[src/rtl/jkShiftPkg.sv]
package jkShiftPkg;

  // Action applied to the first stage in shift mode, coded as {jIn, kInN}
  typedef enum logic [1:0] {
    FIRST_CLEAR  = 2'b00,
    FIRST_HOLD   = 2'b01,
    FIRST_TOGGLE = 2'b10,
    FIRST_SET    = 2'b11
  } firstOpE;

  typedef struct packed {
    logic    loadEn;   // capture parallel word this edge
    firstOpE firstOp;  // first-stage action when shifting
  } ctrlStrobesS;

endpackage

[src/rtl/jkShiftCtrl.sv]
module jkShiftCtrl
  import jkShiftPkg::*;
(
  input  logic        parEnN,
  input  logic        jIn,
  input  logic        kInN,
  output ctrlStrobesS strobes
);

  always_comb begin
    strobes.loadEn = ~parEnN;
    unique case ({jIn, kInN})
      2'b11:   strobes.firstOp = FIRST_SET;
      2'b00:   strobes.firstOp = FIRST_CLEAR;
      2'b10:   strobes.firstOp = FIRST_TOGGLE;
      default: strobes.firstOp = FIRST_HOLD;
    endcase
  end

endmodule

[src/rtl/jkShiftPath.sv]
module jkShiftPath
  import jkShiftPkg::*;
#(
  parameter int STAGES = 4
) (
  input  logic              clk,
  input  logic              rstN,
  input  ctrlStrobesS       strobes,
  input  logic [STAGES-1:0] parIn,
  output logic [STAGES-1:0] stageQ,
  output logic              lastInv
);

  localparam int LAST = STAGES - 1;

  logic [STAGES-1:0] stageD;
  logic              firstNext;

  always_comb begin
    unique case (strobes.firstOp)
      FIRST_SET:    firstNext = 1'b1;
      FIRST_CLEAR:  firstNext = 1'b0;
      FIRST_TOGGLE: firstNext = ~stageQ[0];
      default:      firstNext = stageQ[0];
    endcase
  end

  for (genvar i = 0; i < STAGES; i++) begin : gStage
    if (i == 0) begin : gFirst
      assign stageD[i] = strobes.loadEn ? parIn[i] : firstNext;
    end else begin : gRest
      assign stageD[i] = strobes.loadEn ? parIn[i] : stageQ[i-1];
    end
  end

  always_ff @(posedge clk or negedge rstN) begin
    if (!rstN) stageQ <= '0;
    else       stageQ <= stageD;
  end

  assign lastInv = ~stageQ[LAST];

endmodule

[src/rtl/jkShiftReg.sv]
module jkShiftReg
  import jkShiftPkg::*;
#(
  parameter int STAGES = 4
) (
  input  logic              clk,
  input  logic              rstN,
  input  logic              parEnN,
  input  logic              jIn,
  input  logic              kInN,
  input  logic [STAGES-1:0] parIn,
  output logic [STAGES-1:0] stageOut,
  output logic              lastInvOut
);

  ctrlStrobesS strobes;

  jkShiftCtrl uCtrl (
    .parEnN (parEnN),
    .jIn    (jIn),
    .kInN   (kInN),
    .strobes(strobes)
  );

  jkShiftPath #(.STAGES(STAGES)) uPath (
    .clk    (clk),
    .rstN   (rstN),
    .strobes(strobes),
    .parIn  (parIn),
    .stageQ (stageOut),
    .lastInv(lastInvOut)
  );

endmodule

[config.mk]
export PLATFORM = sky130hd
export DESIGN_NAME = jkShiftReg
export DESIGN_NICKNAME = d
export VERILOG_FILES = /design/src/rtl/jkShiftPkg.sv /design/src/rtl/jkShiftCtrl.sv /design/src/rtl/jkShiftPath.sv /design/src/rtl/jkShiftReg.sv
export SDC_FILE = /design/constraint.sdc
export NUM_CORES = 1
export LEC_CHECK = 0
export ABC_AREA = 1
export ABC_CLOCK_PERIOD_IN_PS = 800
export BUFFER_PORTS_ARGS = -buffer_cell sky130_fd_sc_hd__buf_2
export CORE_AREA = 4 4 41 43
export CTS_BUF_LIST = sky130_fd_sc_hd__clkbuf_8
export CTS_CLUSTER_SIZE = 30
export DETAILED_ROUTE_END_ITERATION = 12
export DIE_AREA = 0 0 45 47
export GPL_TIMING_DRIVEN = 0
export PLACE_DENSITY = 0.41
export SYNTH_ARGS = -nofsm -noshare
export SYNTH_HDL_FRONTEND = slang
export SYNTH_SLANG_ARGS = --single-unit
[constraint.sdc]
create_clock -name clk -period 0.8 [get_ports clk]
set_input_delay 0.16 -clock clk [delete_from_list [all_inputs] [get_ports clk]]
set_output_delay 0.16 -clock clk [all_outputs]
set_load 0.01 [all_outputs]
==> metrics.md, run 1 <==
| Metric | Value |
|---|---|
| Largest net degree at the start of global routing | 6 |
| Crit start category | flop |
| Peak supply drop | 432.6 uV |
| Drt wl/cell | 8.186 um |
| CTS tree | done |
| Critical path origin | uPath.stageQ[0] |
| Iteration-0 DRC Markers | 1 |
| Post-CTS Setup Bufs | 0 |
| Routability congestion estimate | 0.6774 |
| Critical Path AT | 0.73 ns |
| Worst-path clk slew | 0.03 ns |
| Path type of the worst setup path | flop to primary output |
| Final setup margin | -0.09016 ns |
| Violated checks | setup timing |
| Worst path bufs/invs | 1 |
| Hold endpoint | uPath.stageQ[3] |
| Worst path cell trace | buf_2 |
| Gate power share | 0.162 |
| Clk pwr share | 0.532 |
| Worst Max-Slew Pin Slew | 0.1003 ns |
| Final #Nets | 57 |
| Worst hold slack | 0.1436 ns |
| First-pass GRT wire length | 717 um |
| Flop pwr share | 0.306 |
| Worst skew pair latency | approximately 0.21 ns |
| Syn-to-layout area delta | 66.47% |
| Most frequent cells in the layout | buf_2 (12), nand2_1 (9), inv_1 (5) |
| Largest area contributor in the netlist | dfrtp_1 |
| Net Switching | 0.0001635 W |
| Final wirelength | a little under 500 um |
| Slowest stage delay, CP | 0.37 ns |
| Status | complete, but fails checks |
| Worst-path fanout max | 2 |
| R2r endpoint | uPath.stageQ[0] |
| Vias post-DR | 207 |
| Most common cell after layout, fill and taps aside | buf_2 |
| Detailed placement HPWL | between 400 and 500 um |
| DIE WIDTH | 45 um |
| Switch share | 0.2131 |
| Clock Root Buffer | clkbuf_8 |
| Max Cap Viol | 0 |
| Antenna-violating nets left | 0 |
| DRC Markers | 0 |
| Leakage Power | 0.2069 nW |
| Total track usage | 0.05309 |
| Share of cells above drive strength 1 | 0.4318 |
| Clock Sinks | 4 |
| R2R depth | 4 |
| Synth area leaders | dfrtp_1 (47%), nand2_1 (16%), ha_1 (12%) |
| Number of placed I/O pins | 14 |
| RSZ-0062 raised after global routing | true |
| Hold Crit Depth | 3 |
| Worst EP required | 0.64 ns |
| Cell area after synthesis | approximately 210 um2 |
| Initial antenna violation count | 0 |
| Grt ovf | 0 |
| CTS max path bufs | 2 |
| ANT cells | 0 |
| Seq/Total Area, Yosys | 0.4706 |
| Final period util | 1.113 |
| Pre-CTS WS | -0.1310 ns |
| Cell variety after synth | 10 |
| CTS H-tree depth | 1 |
| Crit Reg-Reg Startpoint | uPath.stageQ[0] |
| Synthesized flop and latch total | 4 |
| Largest Register | uPath.stageQ |
| TritonRoute pass-1 iters | 2 |
| Clock Skews | 0.0007910 ns |
| Port bufs | 13 |
| Vias in the first global route | 181 |
| Die height | 47 um |
| Max FFs per register | 4 |
| Synth warn | 0 |
| Row count | 13 |
| Cell Pwr Density | 2166 nW/um2 |
| Core outline area | around 1300 um2 |
| HP Class | input port to flop |
| Internal | 0.0006036 W |
| Top-area cell type share of the netlist area | 0.4706 |
| Syn_area_per_cell | between 7 and 8 um2 |
| Biggest registers after layout | uPath.stageQ: 4 flops |
| Min-delay src | parIn[3] |
| Reg2reg setup slack | 0.06 ns |
| CP max stage cell | dfrtp_1 |
| Relative slew slack | 0.9329 |
| Final setup viols | 5 |
| Mapped Nets | 38 |
| Critical path's top delay family | flip-flops |
| Max-slew violation count | 0 |
| Post-layout min period | between 0.8 and 0.9 ns |
| Peak Freq | 1.123 GHz |
| Filler cell count | 143 |
| Worst Setup End Kind | primary output |
| Initial core utilization | 0.1635 |
| Num CTS Buffers | 3 |
| Mapped Cells | 27 |
| Full die area | 2115 um2 |
| Count of final hold-check violations | 0 |
| Via density | roughly 3.5 |
[cells in the mapped netlist (all sizes together)]
master,n
a21oi,2
dfrtp,4
ha,2
inv,7
nand2,9
nand3,1
nor2,1
o21ai,1
[stage by stage]
| step | util | cell area (um2) | std cells | total power (W) | setup TNS, ns |
|---|---|---|---|---|---|
| 3_3_place_gp | 0.2279 | 296.5 | 55 | 0.0003523 | -0.1360 |
| 2_1_floorplan | - | 212.7 | 27 | 0.0002942 | 0 |
| 5_1_grt | 0.2721 | 354.1 | 59 | 0.0008197 | -0.5303 |
| 6_report | 0.2721 | 354.1 | 59 | 0.0007670 | -0.3950 |
| 4_1_cts | 0.2673 | 347.8 | 59 | 0.0007798 | -0.4337 |
| 3_5_place_dp | 0.2279 | 296.5 | 55 | 0.0003523 | -0.1310 |
[power groups by stage]
stage                     clock network, W  registers, W  logic [W]
final                             0.000408      0.000235   0.000124
after global routing              0.000441      0.000238   0.000141
after CTS                         0.000425      0.000233   0.000121
after detailed placement                 0      0.000235   0.000117
after global placement                   0      0.000235   0.000117
after floorplan                          0      0.000245  0.0000488
[how the worst max path moves through the flow]
stage | cells after the start | slack [ns] | end
CTS | 2 | -0.10 | lastInvOut
detailed placement | 7 | -0.13 | uPath.stageQ[0]
floorplan | 6 | 0.006 | uPath.stageQ[0]
global route | 2 | -0.12 | lastInvOut
global placement | 7 | -0.14 | uPath.stageQ[0]
finish | 1 | -0.09 | stageOut[0]
[timing repair]
action | 4_1_cts | 5_1_grt
hold buffers | 1 | 0
hold endpoints to repair | 4 | 0
endpoints found under the setup margin | 5 | 6
pin swaps | 0 | 0
gates resized for setup | 0 | 2
[layout make-up]
class | instances | area [um2] | share of cell area
clock buffers | 3 | 41.29 | 0.1166
inverters | 7 | 26.28 | 0.07420
multi-input cells | 16 | 86.33 | 0.2438
flip-flops and latches | 4 | 100.1 | 0.2827
well taps | 15 | 18.77 | 0.05300
repair buffers | 14 | 81.33 | 0.2297
[routing by layer]
layer	up-vias	GRT usage	share of wire
li1	113	-	-
met1	80	0.05963	0.46
met2	14	0.05932	0.31
met3	0	0.04215	0.22
met4	0	0.05263	0
met5	-	0	0
[kinds of logic (layout without fill, tap and decap cells)]
| logic type | after synthesis | after routing | share of synthesized area |
|---|---|---|---|
| buffers and inverters | 7 | 24 | 0.1235 |
| DFF | 4 | 4 | 0.4706 |
| adders and majority gates | 2 | 2 | 0.1176 |
| AOI/OAI and AO/OA | 3 | 3 | 0.08820 |
| and+or+nand+nor | 11 | 11 | 0.1999 |
Note: power is estimated with default switching activity, not from simulation.
==> run 2, diff against run 1 <==
Settings changed: BUFFER_PORTS_ARGS -buffer_cell sky130_fd_sc_hd__buf_2 to -buffer_cell sky130_fd_sc_hd__clkbuf_2, GPL_TIMING_DRIVEN 0 to 1.
==> metrics.md, run 2 (same netlist as run 1, synthesis figures left out) <==
| Metric | Value |
|---|---|
| Row count | 13 (unchanged) |
| Number of placed I/O pins | 14 (unchanged) |
| Share of cells above drive strength 1 | 0.4318 (unchanged) |
| Worst-path fanout max | 2 (unchanged) |
| Final setup viols | 5 (unchanged) |
| Post-CTS Setup Bufs | 0 (unchanged) |
| ANT cells | 0 (unchanged) |
| Multi-input logic area | 86.33 um2 (unchanged) |
| Crit start category | flop |
| CP max stage cell | dfrtp_1 |
| Vias post-DR | 212 (+2.4%) |
| Vias in the first global route | 206 (+14%) |
| Layout Utilization | 0.2673 (-0.004807) |
| Worst skew pair latency | 0.21 ns (about the same) |
| Grt ovf | 0 (unchanged) |
| Filler cell count | 155 (+8.4%) |
| Worst path cell trace | inv_1, buf_2 |
| Syn-to-layout area delta | 63.53% |
| Cell Pwr Density | 2209 nW/um2 (+2.0%) |
| Detailed placement HPWL | 413.1 um (+3.1%) |
| Pre-CTS WS | -0.1478 ns (-0.01688 ns) |
| Max Cap Viol | 0 (unchanged) |
| Max-slew violation count | 0 (unchanged) |
| Relative slew slack | 0.9286 (-0.004250) |
| Total track usage | 0.05864 (+0.005547) |
| Worst Max-Slew Pin Slew | 0.1070 ns (+0.006746 ns) |
| Post-layout min period | 0.8912 ns (+0.0009942 ns) |
| Path type of the worst setup path | flop to primary output |
| Post-Route Setup TNS | -0.3886 ns (+0.006450 ns) |
| Clock Skews | 0.0002670 ns (-0.0005240 ns) |
| Largest Register | uPath.stageQ |
| Most common cell after layout, fill and taps aside | clkbuf_2 |
| Die height | 47 um (unchanged) |
| Via density | 3.593 (+2.4%) |
| Status | complete, but fails checks |
| Worst EP required | 0.64 ns (about the same) |
| Initial antenna violation count | 0 (unchanged) |
| Max FFs per register | 4 (unchanged) |
| Most frequent cells in the layout | clkbuf_2 (11), nand2_1 (9), inv_1 (5) |
| TritonRoute pass-1 iters | 2 (unchanged) |
| HP Class | input port to flop |
| Leakage Power | 0.2072 nW (+0.17%) |
| Antenna-violating nets left | 0 (unchanged) |
| DRC Markers | 0 (unchanged) |
| Peak Freq | 1.122 GHz (-0.11%) |
| RSZ-0062 raised after global routing | true |
| CTS H-tree depth | 1 (unchanged) |
| Full die area | 2115 um2 (unchanged) |
| Clock Sinks | 4 (unchanged) |
| Num CTS Buffers | 3 (unchanged) |
| Slowest stage delay, CP | 0.36 ns (about the same) |
| Initial core utilization | 0.1635 (unchanged) |
| Biggest registers after layout | uPath.stageQ: 4 flops |
| Port bufs | 13 (unchanged) |
| Count of final hold-check violations | 0 (unchanged) |
| CTS max path bufs | 2 (unchanged) |
| Core outline area | 1301 um2 (unchanged) |
| Violated checks | setup timing |
| Worst-path clk slew | 0.03 ns (about the same) |
| Routability congestion estimate | 0.6670 (-1.5%) |
| Critical Path AT | 0.73 ns (about the same) |
| First-pass GRT wire length | 793 um (+11%) |
| Register area | 100.1 um2 (unchanged) |
| CTS tree | done |
| Clock Root Buffer | clkbuf_8 |
| Largest net degree at the start of global routing | 6 (unchanged) |
| Final period util | 1.114 (+0.001243) |
| Final wirelength | 487 um (+0.83%) |
| Final #Nets | 57 (unchanged) |
| DIE WIDTH | 45 um (unchanged) |
| Worst Setup End Kind | primary output |
| Drt wl/cell | 8.254 um (+0.83%) |
| Iteration-0 DRC Markers | 5 (+4) |
| Final setup margin | -0.09116 ns (-0.0009942 ns) |
| Peak supply drop | 563.3 uV (+30%) |
## run 2: cell types whose count changed in the layout (fill, tap and decap cells not counted)
cell | previous run | this run
clkbuf_2 | 0 | 11
buf_2 | 12 | 2
buf_6 | 1 | 0
## run 2: metrics by stage
| step | cell area (um2) | hold WS, ns | std cells | power [W] |
|---|---|---|---|---|
| finish | 347.8 | 0.1481 | 59 | 0.0007683 |
| global route | 347.8 | 0.1574 | 59 | 0.0008282 |
| CTS | 347.8 | 0.1405 | 59 | 0.0007861 |
| detailed placement | 296.5 | -0.02605 | 55 | 0.0003536 |
| global placement | 296.5 | -0.02402 | 55 | 0.0003528 |
| floorplan | 212.7 | -0.1356 | 27 | 0.0002942 |
## run 2: layout make-up
| class | count | share of cell area |
|---|---|---|
| well taps | 15 | 0.05396 |
| flip-flops and latches | 4 | 0.2878 |
| inverters | 7 | 0.07554 |
| repair buffers | 14 | 0.2158 |
| clock buffers | 3 | 0.1187 |
| multi-input cells | 16 | 0.2482 |
## run 2: where the power goes
part	internal [W]	leakage [nW]	switching, W
logic	0.0000548	0.139	0.0000645
clock network	0.000320	0.0216	0.0000947
registers	0.000224	0.0471	0.0000108
## run 2: worst max-delay path, delay by kind of cell (launching register included)
family | cells | cell delay, ns
buf+inv | 2 | 0.15
flops | 1 | 0.36
## run 2: final timing paths
| kind | from | end | slack, ns | cells after the start |
|---|---|---|---|---|
| min in group asynchronous | rstN | uPath.stageQ[3] | 0.28 | 2 |
| setup reg to reg | uPath.stageQ[0] | uPath.stageQ[0] | 0.05 | 4 |
| hold reg to reg | uPath.stageQ[2] | uPath.stageQ[3] | 0.48 | 2 |
| max in group asynchronous | rstN | uPath.stageQ[0] | 0.39 | 2 |
| setup / recovery | uPath.stageQ[3] | lastInvOut | -0.09 | 2 |
| hold / removal | parIn[3] | uPath.stageQ[3] | 0.15 | 3 |
## run 2: timing repair
item,in CTS,in global routing
endpoints found under the hold margin,4,0
setup endpoints to repair,5,6
resized for setup,0,3
hold buffers,1,0
## run 2: routing by layer
| metal | global-route usage | vias up | part of all wire |
|---|---|---|---|
| met5 | 0 | - | 0 |
| met4 | 0.07018 | 0 | 0.025 |
| met3 | 0.04981 | 2 | 0.28 |
| met2 | 0.06780 | 16 | 0.30 |
| met1 | 0.05734 | 80 | 0.40 |
| li1 | - | 114 | - |
==> run 3, diff against run 2 <==
Settings changed: PLACE_DENSITY 0.41 to not set, PLACE_DENSITY_LB_ADDON set to 0.2.
==> metrics.md, run 3 (same netlist as run 1, synthesis figures left out) <==
| Metric | Value |
|---|---|
| Hold endpoint | uPath.stageQ[2] |
| Crit Reg-Reg Startpoint | uPath.stageQ[0] |
| Path type of the worst setup path | flop to primary output |
| Row count | 13 (unchanged) |
| CTS H-tree depth | 1 (unchanged) |
| Worst EP required | 0.64 ns (about the same) |
| Final #Nets | 57 (unchanged) |
| Final setup viols | 5 (unchanged) |
| Critical path's top delay family | flip-flops |
| Final setup margin | -0.08848 ns (+0.002675 ns) |
| Largest net degree at the start of global routing | 6 (unchanged) |
| Worst Setup End Kind | primary output |
| R2R depth | 4 (unchanged) |
| Most common cell after layout, fill and taps aside | clkbuf_2 |
| CP max stage cell | dfrtp_1 |
| Via density | 3.627 (+0.94%) |
| Fin cells | 59 (unchanged) |
| Peak Freq | 1.126 GHz (+0.30%) |
| Worst-path fanout max | 2 (unchanged) |
| Relative slew slack | 0.9275 (-0.001177) |
| Initial antenna violation count | 0 (unchanged) |
| CTS max path bufs | 2 (unchanged) |
| Reg2reg setup slack | 0.02 ns (-0.03 ns) |
| Hold Crit Depth | 3 (unchanged) |
| R2r endpoint | uPath.stageQ[0] |
| Leakage Power | 0.2101 nW (+1.4%) |
| Clock Root Buffer | clkbuf_8 |
| Port bufs | 13 (unchanged) |
| Initial core utilization | 0.1635 (unchanged) |
| Worst Max-Slew Pin Slew | 0.1088 ns (+0.001765 ns) |
| Slowest stage delay, CP | 0.38 ns (+0.02 ns) |
| Count of final hold-check violations | 0 (unchanged) |
| Critical path origin | uPath.stageQ[0] |
| Peak supply drop | 652.0 uV (+16%) |
| Dpl cell area | 296.5 um2 (unchanged) |
| Status | complete, but fails checks |
| DIE WIDTH | 45 um (unchanged) |
| CTS tree | done |
| Vias in the first global route | 180 (-13%) |
| HP Class | input port to flop |
| Antenna-violating nets left | 0 (unchanged) |
| Worst path bufs/invs | 1 (-1) |
| Max Cap Viol | 0 (unchanged) |
| Vias post-DR | 214 (+0.94%) |
| Most frequent cells in the layout | clkbuf_2 (11), nand2_1 (9), inv_1 (5) |
| Core outline area | 1301 um2 (unchanged) |
| Worst-path clk slew | 0.03 ns (about the same) |
| DRC Markers | 0 (unchanged) |
| Final period util | 1.111 (-0.003344) |
| Cell Pwr Density | 2216 nW/um2 (+0.32%) |
| Worst path cell trace | clkbuf_2 |
| Die height | 47 um (unchanged) |
| ANT cells | 0 (unchanged) |
| Max FFs per register | 4 (unchanged) |
| Routability congestion estimate | 0.5939 (-11%) |
| Post-CTS Setup Bufs | 0 (unchanged) |
| Critical Path AT | 0.73 ns (about the same) |
| Total track usage | 0.05556 (-0.003082) |
| TritonRoute pass-1 iters | 3 (+1) |
| Biggest registers after layout | uPath.stageQ: 4 flops |
| Crit start category | flop |
| Num CTS Buffers | 3 (unchanged) |
| Full die area | 2115 um2 (unchanged) |
| Clock Sinks | 4 (unchanged) |
| Largest Register | uPath.stageQ |
| First-pass GRT wire length | 738 um (-6.9%) |
| Share of cells above drive strength 1 | 0.4318 (unchanged) |
| Post-layout min period | 0.8885 ns (-0.002675 ns) |
| Post-Route Setup TNS | -0.3960 ns (-0.007445 ns) |
| Iteration-0 DRC Markers | 4 (-1) |
| Layout Utilization | 0.2721 (+0.004807) |
| Worst skew pair latency | 0.22 ns (about the same) |
| RSZ-0062 raised after global routing | true |
| Grt ovf | 0 (unchanged) |
| Syn-to-layout area delta | 66.47% |
| Min-delay src | parIn[2] |
| Clock Skews | 0.001917 ns (+0.001650 ns) |
| Violated checks | setup timing |
| Max-slew violation count | 0 (unchanged) |
| Final wirelength | 488 um (+0.21%) |
| Number of placed I/O pins | 14 (unchanged) |
| Drt wl/cell | 8.271 um (+0.21%) |
| Fin area | 354.1 um2 (+1.8%) |
| Inst Count DP | 55 (unchanged) |
## run 3: cell counts in the layout (fill, tap and decap cells not counted)
No cell type changed its count.
## run 3: how the worst max path moves through the flow
stage | depth (start not counted) | slack [ns] | endpoint
2_1_floorplan | 6 | 0.006 | uPath.stageQ[0]
3_3_place_gp | 7 | -0.13 | uPath.stageQ[0]
3_5_place_dp | 7 | -0.14 | uPath.stageQ[0]
4_1_cts | 2 | -0.11 | lastInvOut
5_1_grt | 2 | -0.12 | lastInvOut
6_report | 1 | -0.09 | stageOut[0]
## run 3: repair_timing
item,in CTS,in global routing
hold buffers,1,0
endpoints found under the setup margin,5,6
endpoints found under the hold margin,4,0
gates resized for setup,0,4
## run 3: final cells by class
class | instances | area [um2]
inverters | 7 | 26.28
flip-flops and latches | 4 | 100.1
multi-input cells | 16 | 86.33
fillers | 156 | 947.2
well taps | 15 | 18.77
repair buffers | 14 | 81.33
clock buffers | 3 | 41.29
## run 3: per-stage QoR
stage               hold slack, ns  total power, W  worst slack [ns]
finish                      0.1378       0.0007846          -0.08848
global route                0.1485       0.0008338           -0.1168
CTS                         0.1345       0.0007971           -0.1147
detailed placement        -0.02616       0.0003519           -0.1401
global placement          -0.02533       0.0003527           -0.1324
floorplan                  -0.1356       0.0002942          0.006384
## run 3: layer usage
layer / global-route usage / routed length, um
met5: 0 / 0
met2: 0.05932 / 178
met1: 0.06452 / 239
met3: 0.04598 / 69
met4: 0.05263 / 0
## run 3: where the power goes
group          internal, W  leakage (nW)  switching (W)  total [W]
Clock             0.000321        0.0216       0.000105   0.000425
Combinational    0.0000596         0.141      0.0000647   0.000124
Sequential        0.000224        0.0471      0.0000112   0.000235
